`src/rtl/tmr_pkg.sv`:
```
package tmr_pkg;
  localparam int unsigned VAL_OFS = 0;
  localparam int unsigned IRQ_OFS = 4;
  localparam int unsigned ARM_BIT = 31;
  localparam int unsigned AUTO_BIT = 30;
  localparam int unsigned CLR_BIT = 30;
endpackage

```
`src/rtl/tmr_regs.sv`:
```
module tmr_regs
  import tmr_pkg::*;
#(
  parameter int DATA_W = 32,
  parameter int ADDR_W = 3,
  parameter int CNT_W  = 29
) (
  input  logic              clk,
  input  logic              rst,
  input  logic              wr_en,
  input  logic [ADDR_W-1:0] wr_addr,
  input  logic [DATA_W-1:0] wr_data,
  input  logic [ADDR_W-1:0] rd_addr,
  input  logic              expire,
  input  logic              irq,
  output logic              load,
  output logic              clr,
  output logic              arm_q,
  output logic              auto_q,
  output logic [CNT_W-1:0]  reload_q,
  output logic [DATA_W-1:0] rd_data
);
  localparam logic [ADDR_W-1:0] A_VAL = ADDR_W'(VAL_OFS);
  localparam logic [ADDR_W-1:0] A_IRQ = ADDR_W'(IRQ_OFS);

  logic [DATA_W-1:0] rd_next;

  assign load = wr_en && (wr_addr == A_VAL);
  assign clr  = wr_en && (wr_addr == A_IRQ) && wr_data[CLR_BIT];

  always_ff @(posedge clk) begin
    if (rst) begin
      arm_q    <= 1'b0;
      auto_q   <= 1'b0;
      reload_q <= '0;
    end else if (load) begin
      arm_q    <= wr_data[ARM_BIT];
      auto_q   <= wr_data[AUTO_BIT];
      reload_q <= wr_data[CNT_W-1:0];
    end else if (expire && !auto_q) begin
      arm_q <= 1'b0;
    end
  end

  always_comb begin
    rd_next = '0;
    if (rd_addr == A_VAL) begin
      rd_next[CNT_W-1:0] = reload_q;
      rd_next[ARM_BIT]   = arm_q;
      rd_next[AUTO_BIT]  = auto_q;
    end else if (rd_addr == A_IRQ) begin
      rd_next[CLR_BIT] = irq;
    end
  end

  always_ff @(posedge clk) begin
    if (rst) rd_data <= '0;
    else     rd_data <= rd_next;
  end
endmodule

```
`src/rtl/tmr_counter.sv`:
```
module tmr_counter #(
  parameter int CNT_W = 29
) (
  input  logic             clk,
  input  logic             rst,
  input  logic             tick,
  input  logic             run,
  input  logic             auto_mode,
  input  logic             load,
  input  logic [CNT_W-1:0] load_val,
  input  logic [CNT_W-1:0] reload,
  output logic             expire,
  output logic [CNT_W-1:0] cnt_q
);
  logic at_zero;

  assign at_zero = (cnt_q == '0);
  assign expire  = run && tick && !load && at_zero;

  always_ff @(posedge clk) begin
    if (rst) begin
      cnt_q <= '0;
    end else if (load) begin
      cnt_q <= load_val;
    end else if (run && tick) begin
      if (!at_zero)       cnt_q <= cnt_q - 1'b1;
      else if (auto_mode) cnt_q <= reload;
    end
  end
endmodule

```
`src/rtl/tmr_irq.sv`:
```
module tmr_irq (
  input  logic clk,
  input  logic rst,
  input  logic expire,
  input  logic clr,
  output logic irq
);
  always_ff @(posedge clk) begin
    if (rst)         irq <= 1'b0;
    else if (expire) irq <= 1'b1;
    else if (clr)    irq <= 1'b0;
  end
endmodule

```
`src/rtl/tmr_channel.sv`:
```
module tmr_channel #(
  parameter int DATA_W = 32,
  parameter int ADDR_W = 3,
  parameter int CNT_W  = 29
) (
  input  logic              clk,
  input  logic              rst,
  input  logic              tick,
  input  logic              wr_en,
  input  logic [ADDR_W-1:0] wr_addr,
  input  logic [DATA_W-1:0] wr_data,
  input  logic [ADDR_W-1:0] rd_addr,
  output logic [DATA_W-1:0] rd_data,
  output logic              irq
);
  logic             load_pulse;
  logic             clr_pulse;
  logic             arm_q;
  logic             auto_q;
  logic [CNT_W-1:0] reload_q;
  logic [CNT_W-1:0] cnt_q;
  logic             expire;

  tmr_regs #(.DATA_W(DATA_W), .ADDR_W(ADDR_W), .CNT_W(CNT_W)) u_regs (
    .clk(clk), .rst(rst), .wr_en(wr_en), .wr_addr(wr_addr), .wr_data(wr_data),
    .rd_addr(rd_addr), .expire(expire), .irq(irq), .load(load_pulse),
    .clr(clr_pulse), .arm_q(arm_q), .auto_q(auto_q), .reload_q(reload_q),
    .rd_data(rd_data)
  );

  tmr_counter #(.CNT_W(CNT_W)) u_cnt (
    .clk(clk), .rst(rst), .tick(tick), .run(arm_q), .auto_mode(auto_q),
    .load(load_pulse), .load_val(wr_data[CNT_W-1:0]), .reload(reload_q),
    .expire(expire), .cnt_q(cnt_q)
  );

  tmr_irq u_irq (
    .clk(clk), .rst(rst), .expire(expire), .clr(clr_pulse), .irq(irq)
  );
endmodule

```
`config.mk`:
```
export PLATFORM = sky130hd
export DESIGN_NAME = tmr_channel
export DESIGN_NICKNAME = d
export VERILOG_FILES = /design/src/rtl/tmr_pkg.sv /design/src/rtl/tmr_regs.sv /design/src/rtl/tmr_counter.sv /design/src/rtl/tmr_irq.sv /design/src/rtl/tmr_channel.sv
export SDC_FILE = /design/constraint.sdc
export NUM_CORES = 1
export LEC_CHECK = 0
export ABC_CLOCK_PERIOD_IN_PS = 3200
export BUFFER_PORTS_ARGS = -buffer_cell sky130_fd_sc_hd__buf_2
export CAP_MARGIN = 20
export CORE_ASPECT_RATIO = 0.8
export CORE_MARGIN = 8
export CORE_UTILIZATION = 53
export CTS_CLUSTER_SIZE = 24
export DETAILED_ROUTE_END_ITERATION = 6
export PLACE_DENSITY = 0.76
export SETUP_SLACK_MARGIN = 0.5
export SYNTH_ARGS = -nofsm -noshare
export SYNTH_HDL_FRONTEND = slang
export SYNTH_HIERARCHICAL = 1
export SYNTH_SLANG_ARGS = --single-unit
```
`constraint.sdc`:
```
create_clock -name clk -period 3.2 [get_ports clk]
set_input_delay 0.64 -clock clk [delete_from_list [all_inputs] [get_ports clk]]
set_output_delay 0.64 -clock clk [all_outputs]
set_load 0.01 [all_outputs]
```
==> Word level (Yosys, flattened, before mapping) <==
Cells that the tools add are included.
Widths: inputs -> output; s select.
{ "word_totals": {"latchBits": 0, "mem_bits_ro": 0, "output_inout_bits": 33, "reg_bits": 93, "inputBits": 42, "ramBits": 0, "elab_cells": 40, "memories": 0} }
{ "op_classes": {"order_cmp": 0, "bitwise": 1, "n_eq_ne": 3, "reduce_logical": 17, "div": 0, "mul": 0, "n_addsub": 1, "shift": 0, "muxes": 10} }
{ "ops": {"columns": ["op", "n"], "rows": [
  ["$mux 29", 4],
  ["$logic_not 29->1", 1],
  ["$sub 29x1->29 const B", 1],
  ["$logic_and 1x1->1", 7],
  ["$eq 3x3->1 const B", 2],
  ["$logic_not 3->1", 2],
  ["$mux 1", 6],
  ["$reduce_bool 2->1", 3],
  ["$ne 3x2->1 const B", 1],
  ["$logic_not 1->1", 2],
  ["$reduce_and 2->1", 1],
  ["$reduce_or 2->1", 1],
  ["$not 1->1", 1]
]} }

==> Depth between registers and ports, before layout <==
{ "depth": {"word_depth": 8, "mapped_depth": 12, "depth_no_buf": 9} }

==> Modules after synthesis <==
Netlist, hierarchy kept.
{ "modules_own_cells": {"columns": ["mod", "cells_per_inst", "instances", "area_each_um2", "seq_area_each_um2"], "rows": [
  ["tmr_counter", 287, 1, 2262.2, 580.6],
  ["tmr_regs", 209, 1, 2035.7, 1241.2],
  ["tmr_irq", 4, 1, 38.8, 20.0]
]} }

==> Least setup slack after synthesis <==
OpenSTA, ideal clock, no wires.
{ "synth_timing": {"path_type": "input to register", "startpoint": "input wr_addr[1]", "endpoint": "register u_cnt.cnt_q[21]", "stages": 9, "path_buffers": 4, "required_ns": 3.141, "arrival_time_ns": 2.593, "path_slack_ns": 0.548, "setup_ns": 0.059, "cell_sequence": "or4b_1 > buf_2 > clkinv_4 > buf_6 > clkbuf_1 > inv_1 > nor2_1 > clkbuf_1 > a22o_1"} }
{ "synth_between": {"elab_chain_cells": 4, "elab_cells_between_ends": 6, "cone_classes": "eq/ne: 1; mux: 1; reduce/logical: 4"} }
{ "synth_lines": {"columns": ["element", "line", "text"], "rows": [
  ["from (decl)", "tmr_channel.sv:10", "input logic [ADDR_W-1:0] wr_addr,"],
  ["$logic_not 3->1 *", "tmr_regs.sv:28", "assign load = wr_en && (wr_addr == A_VAL);"],
  ["$logic_and 1x1->1 *", "tmr_regs.sv:28", null],
  ["named net load_pulse", "tmr_channel.sv:16", "logic load_pulse;"],
  ["$ne 3x2->1 (no source line) or $reduce_bool 2->1 (tied branches)", null, null],
  ["$reduce_and 2->1 (no source line)", null, null],
  ["to (signal assigned)", "tmr_counter.sv:24", "cnt_q <= load_val;"],
  ["to (signal assigned)", "tmr_counter.sv:26", "if (!at_zero) cnt_q <= cnt_q - 1'b1;"],
  ["to (signal assigned)", "tmr_counter.sv:27", "else if (auto_mode) cnt_q <= reload;"],
  ["to (decl)", "tmr_counter.sv:13", "output logic [CNT_W-1:0] cnt_q"]
]} }
The timed path passes the listed nets; every way through them passes the cells marked *.
A chain may end at the register's enable or synchronous reset.

==> Final worst setup path <==
{ "layout_timing": {"startpoint": "register u_cnt.cnt_q[10]", "endpoint": "register u_cnt.cnt_q[8]"} }
{ "layout_between": {"elab_chain_cells": 4, "elab_cells_between_ends": 6, "cone_classes": "eq/ne: 1; mux: 3; reduce/logical: 2"} }
{ "layout_lines": {"columns": ["element", "line", "text"], "rows": [
  ["$logic_not 29->1 *", "tmr_counter.sv:17", "assign at_zero = (cnt_q == '0);"],
  ["$mux 29", "tmr_counter.sv:26", null],
  ["$mux 29", "tmr_counter.sv:25", "end else if (run && tick) begin"],
  ["$mux 29", "tmr_counter.sv:23", "end else if (load) begin"]
]} }
Mark *: on every way between the ends. The rest lies on a longest branch, timed or not. The select of a mux whose other input is x is not followed.

==> results.ini <==
[status]
outcome = finished, final reports clean

[critical_path]
cp_cell_sequence = or4_4 -> or4_4 -> nor2_4 -> a21oi_4 -> a2111oi_2 -> a211o_1
required_ps = 3510
worstSetupPathType = reg -> reg
worstReg2RegEnd = u_cnt/cnt_q[8]
cp-start-kind = flip-flop
slowest_delay_ps = 600
cp.depth = 6
rr_worst_depth = 6
crit_family = simple AND/OR/NAND/NOR gates
critPathArrivalTime_ps = 2910
critPathMaxFanout = 11
cp-end-kind = flip-flop
startpoint = u_cnt/cnt_q[10]
cp_common_cell = or4_4
r2r_slack_ps = 600
slowest_stage = or4_4
crit_buf_inv = 0
crit_end = u_cnt/cnt_q[8]
reg2reg_from = u_cnt/cnt_q[10]

[floorplanning]
num_io_pins = 75
core-area_um2 = 7946
initial_utilization_pct = 54.57
die_w_um = 117.1
fp-row-count = 29
fp.dieArea_um2 = 11350
die_y_um = 96.91

[place]
numPortBuffers = 72
gp_congestion = 0.8850
dpl.hpwl_mm = 8.076

[yosys]
avgSynthCellArea_um2 = 8.673
synthTopCellsByArea = dfxtp_1, nand2_1, a21oi_1
synth_commonest_cells = dfxtp_1, nand2_1, a21oi_1
synth_seq_cells = 92
synth-seq-area-share_pct = 42.47
synth_ff_type = dfxtp_1
ys_warn_count = 6
yosysMostFrequentCell = dfxtp_1
synth.top_cell.area_share_pct = 42.47
synth_edf_count = 0
synth_nets = 543
synthCells = 500
ys_types = 72
yosys.area.top_type = dfxtp_1
async_reset_ff_share_pct = 0
syn_area_um2 = 4337

[clock_network]
cts_tree = done
htree_levels = 3
clock_sinks = 92
cts_buffer_depth = 2
clk_pin_slew_ps = 90
cts_inserted_buffers = 9
worstSkewPairLatency_ps = 360
clockRootBuffer = clkbuf_8

[cells_and_area]
drive_gt1_share_pct = 26.32
n_antenna_cell = 0
final_net_count = 608
syn_to_final_growth_pct = 16.10

[power_and_ir_drop]
p_leak_nw = 1.975
seqPwrFrac_pct = 45.2
clock_power_share_pct = 34.9
p_int_w = 0.001872
pwr_density_cell_nw_per_um2 = 522.5
ir_drop_mv = 0.2472
p_sw_share_pct = 28.84
power_w = 0.002631
pwr-share-comb_pct = 19.9
p_sw_w = 0.0007587

[route]
first_pass_iters = 5
wirelength_mm = 12.09
vias = 4010
wl_per_cell_um = 17.83
ant_nets = 0
drc = 0
avgViaCountPerCell = 5.914
initialDrtViolationCount = 325

[job]
maxCapViolations = 0

[hold_path]
hp-class = in -> reg

[timing]
slew_headroom_pct = 49.50
fin_skew_ps = 9.226
report.final.slew_viol_count = 0
post-route-period-util_pct = 81.31
hold_viol = 0
rsz0062_at_grt = no
worst_pin_slew_ps = 754.7
finalSetupViolCount = 0
finalCriticalPeriod_ps = 2602
fin_setup_tns_ps = 0
max_freq_ghz = 0.3843

[global_routing]
grt_pass1_vias = 3959
antenna_found_initial = 0
grt_max_degree = 36
grt_overflow_total = 0
track_usage_pct = 21.29
grt_pass1_wl_mm = 19.49

==> worst register-to-register path: stages, from the launching register on <==
cell       delay, ps
dfxtp_1          370
or4_4            600
or4_4            570
nor2_4           280
a21oi_4          190
a2111oi_2        400
a211o_1          140
==> routing by layer <==
layer	track usage [%]	share of wire, %	vias to the layer above	wire length [um]
li1	-	-	1927	-
met1	28.30	46	1875	5541
met2	33.17	45	188	5385
met3	4.845	8.1	20	979
met4	6.680	1.5	0	181
met5	0	0	-	0
==> stage by stage <==
step           std cells  cell area (um^2)  setup slack, ps  util, %  hold slack (ps)
2_1_floorplan        500              4337            548.2        -            439.6
3_3_place_gp         658              4736            504.3    59.60            454.3
3_5_place_dp         658              4736            452.7    59.60            461.8
4_1_cts              677              5004            561.0    62.97            438.0
5_1_grt              678              5035            534.1    63.36            465.1
6_report             678              5035            598.2    63.36            456.6
==> state kept, by name, summed over array words and instances, names as in the netlist <==
register	flops
u_regs/rd_data	31
u_cnt/cnt_q	29
u_regs/reload_q	29
u_irq/irq	1
u_regs/arm_q	1
u_regs/auto_q	1
==> timing repair <==
item                                    CTS  global route
hold buffers                              0             0
resized for setup                         0             5
pin swaps                                 1             1
buffers inserted                          3             0
endpoints found under the setup margin    1            18
cloned                                    0             1
hold endpoints to repair                  0             0
==> worst min-delay path by stage <==
| stage | slack, ps | cells after the start | to | from |
|---|---|---|---|---|
| 6_report | 460 | 2 | u_regs/rd_data[30] | rd_addr[0] |
| 5_1_grt | 470 | 2 | u_regs/rd_data[30] | rd_addr[0] |
| 4_1_cts | 440 | 2 | u_regs/rd_data[30] | rd_addr[1] |
| 3_5_place_dp | 460 | 2 | u_regs/reload_q[9] | u_regs/reload_q[9] |
| 3_3_place_gp | 450 | 2 | u_regs/reload_q[13] | u_regs/reload_q[13] |
| 2_1_floorplan | 440 | 2 | u_regs/reload_q[27] | u_regs/reload_q[27] |
==> power groups by stage <==
stage,clock (W),sequential (W),combinational [W]
floorplan,0,0.00121,0.000361
global placement,0,0.00122,0.000483
detailed placement,0,0.00122,0.000492
CTS,0.000936,0.00119,0.000498
global route,0.000970,0.00119,0.000560
finish,0.000917,0.00119,0.000524
==> layout make-up <==
class                      instances  area, um^2
clock inverter                     4       97.59
timing repair buffer              87       485.5
sequential                        92        1842
multi-input combinational        359        2275
clock buffer                      12       135.1
inverter                          16       65.06
fill                             711        2912
tap                              108       135.1
==> layout by cell type (no fill, tap or decap), types with 4 or more instances in the layout <==
master	Yosys	final
a21oi_1	40	40
a21oi_2	11	11
and2_1	32	32
nand2_1	73	73
clkbuf_8	0	9
dfxtp_1	92	92
a311oi_1	5	5
nor4_1	11	10
buf_4	2	14
o211ai_1	8	8
buf_2	7	72
a211oi_1	8	8
o21ai_0	9	9
o21ai_1	8	8
or4_1	4	4
nand3_1	5	4
or4_4	4	4
o31ai_1	4	4
nand2_2	10	10
inv_1	15	15
nor3_1	17	17
nor2_1	27	26
nand4_1	9	9
nand2b_1	4	4
==> logic make-up after synthesis <==
group / Yosys count / synth area share, %
multiplexers: 3 / 0.6925
AO/OA/AOI/OAI: 133 / 22.56
other: 1 / 0.08647
XOR/XNOR: 3 / 0.6060
adder cells (fa/ha/maj): 1 / 0.2885
buffers and inverters: 50 / 5.943
flip-flops: 92 / 42.47
AND/OR/NAND/NOR: 217 / 27.35
Power figures use the tool's default switching activity.
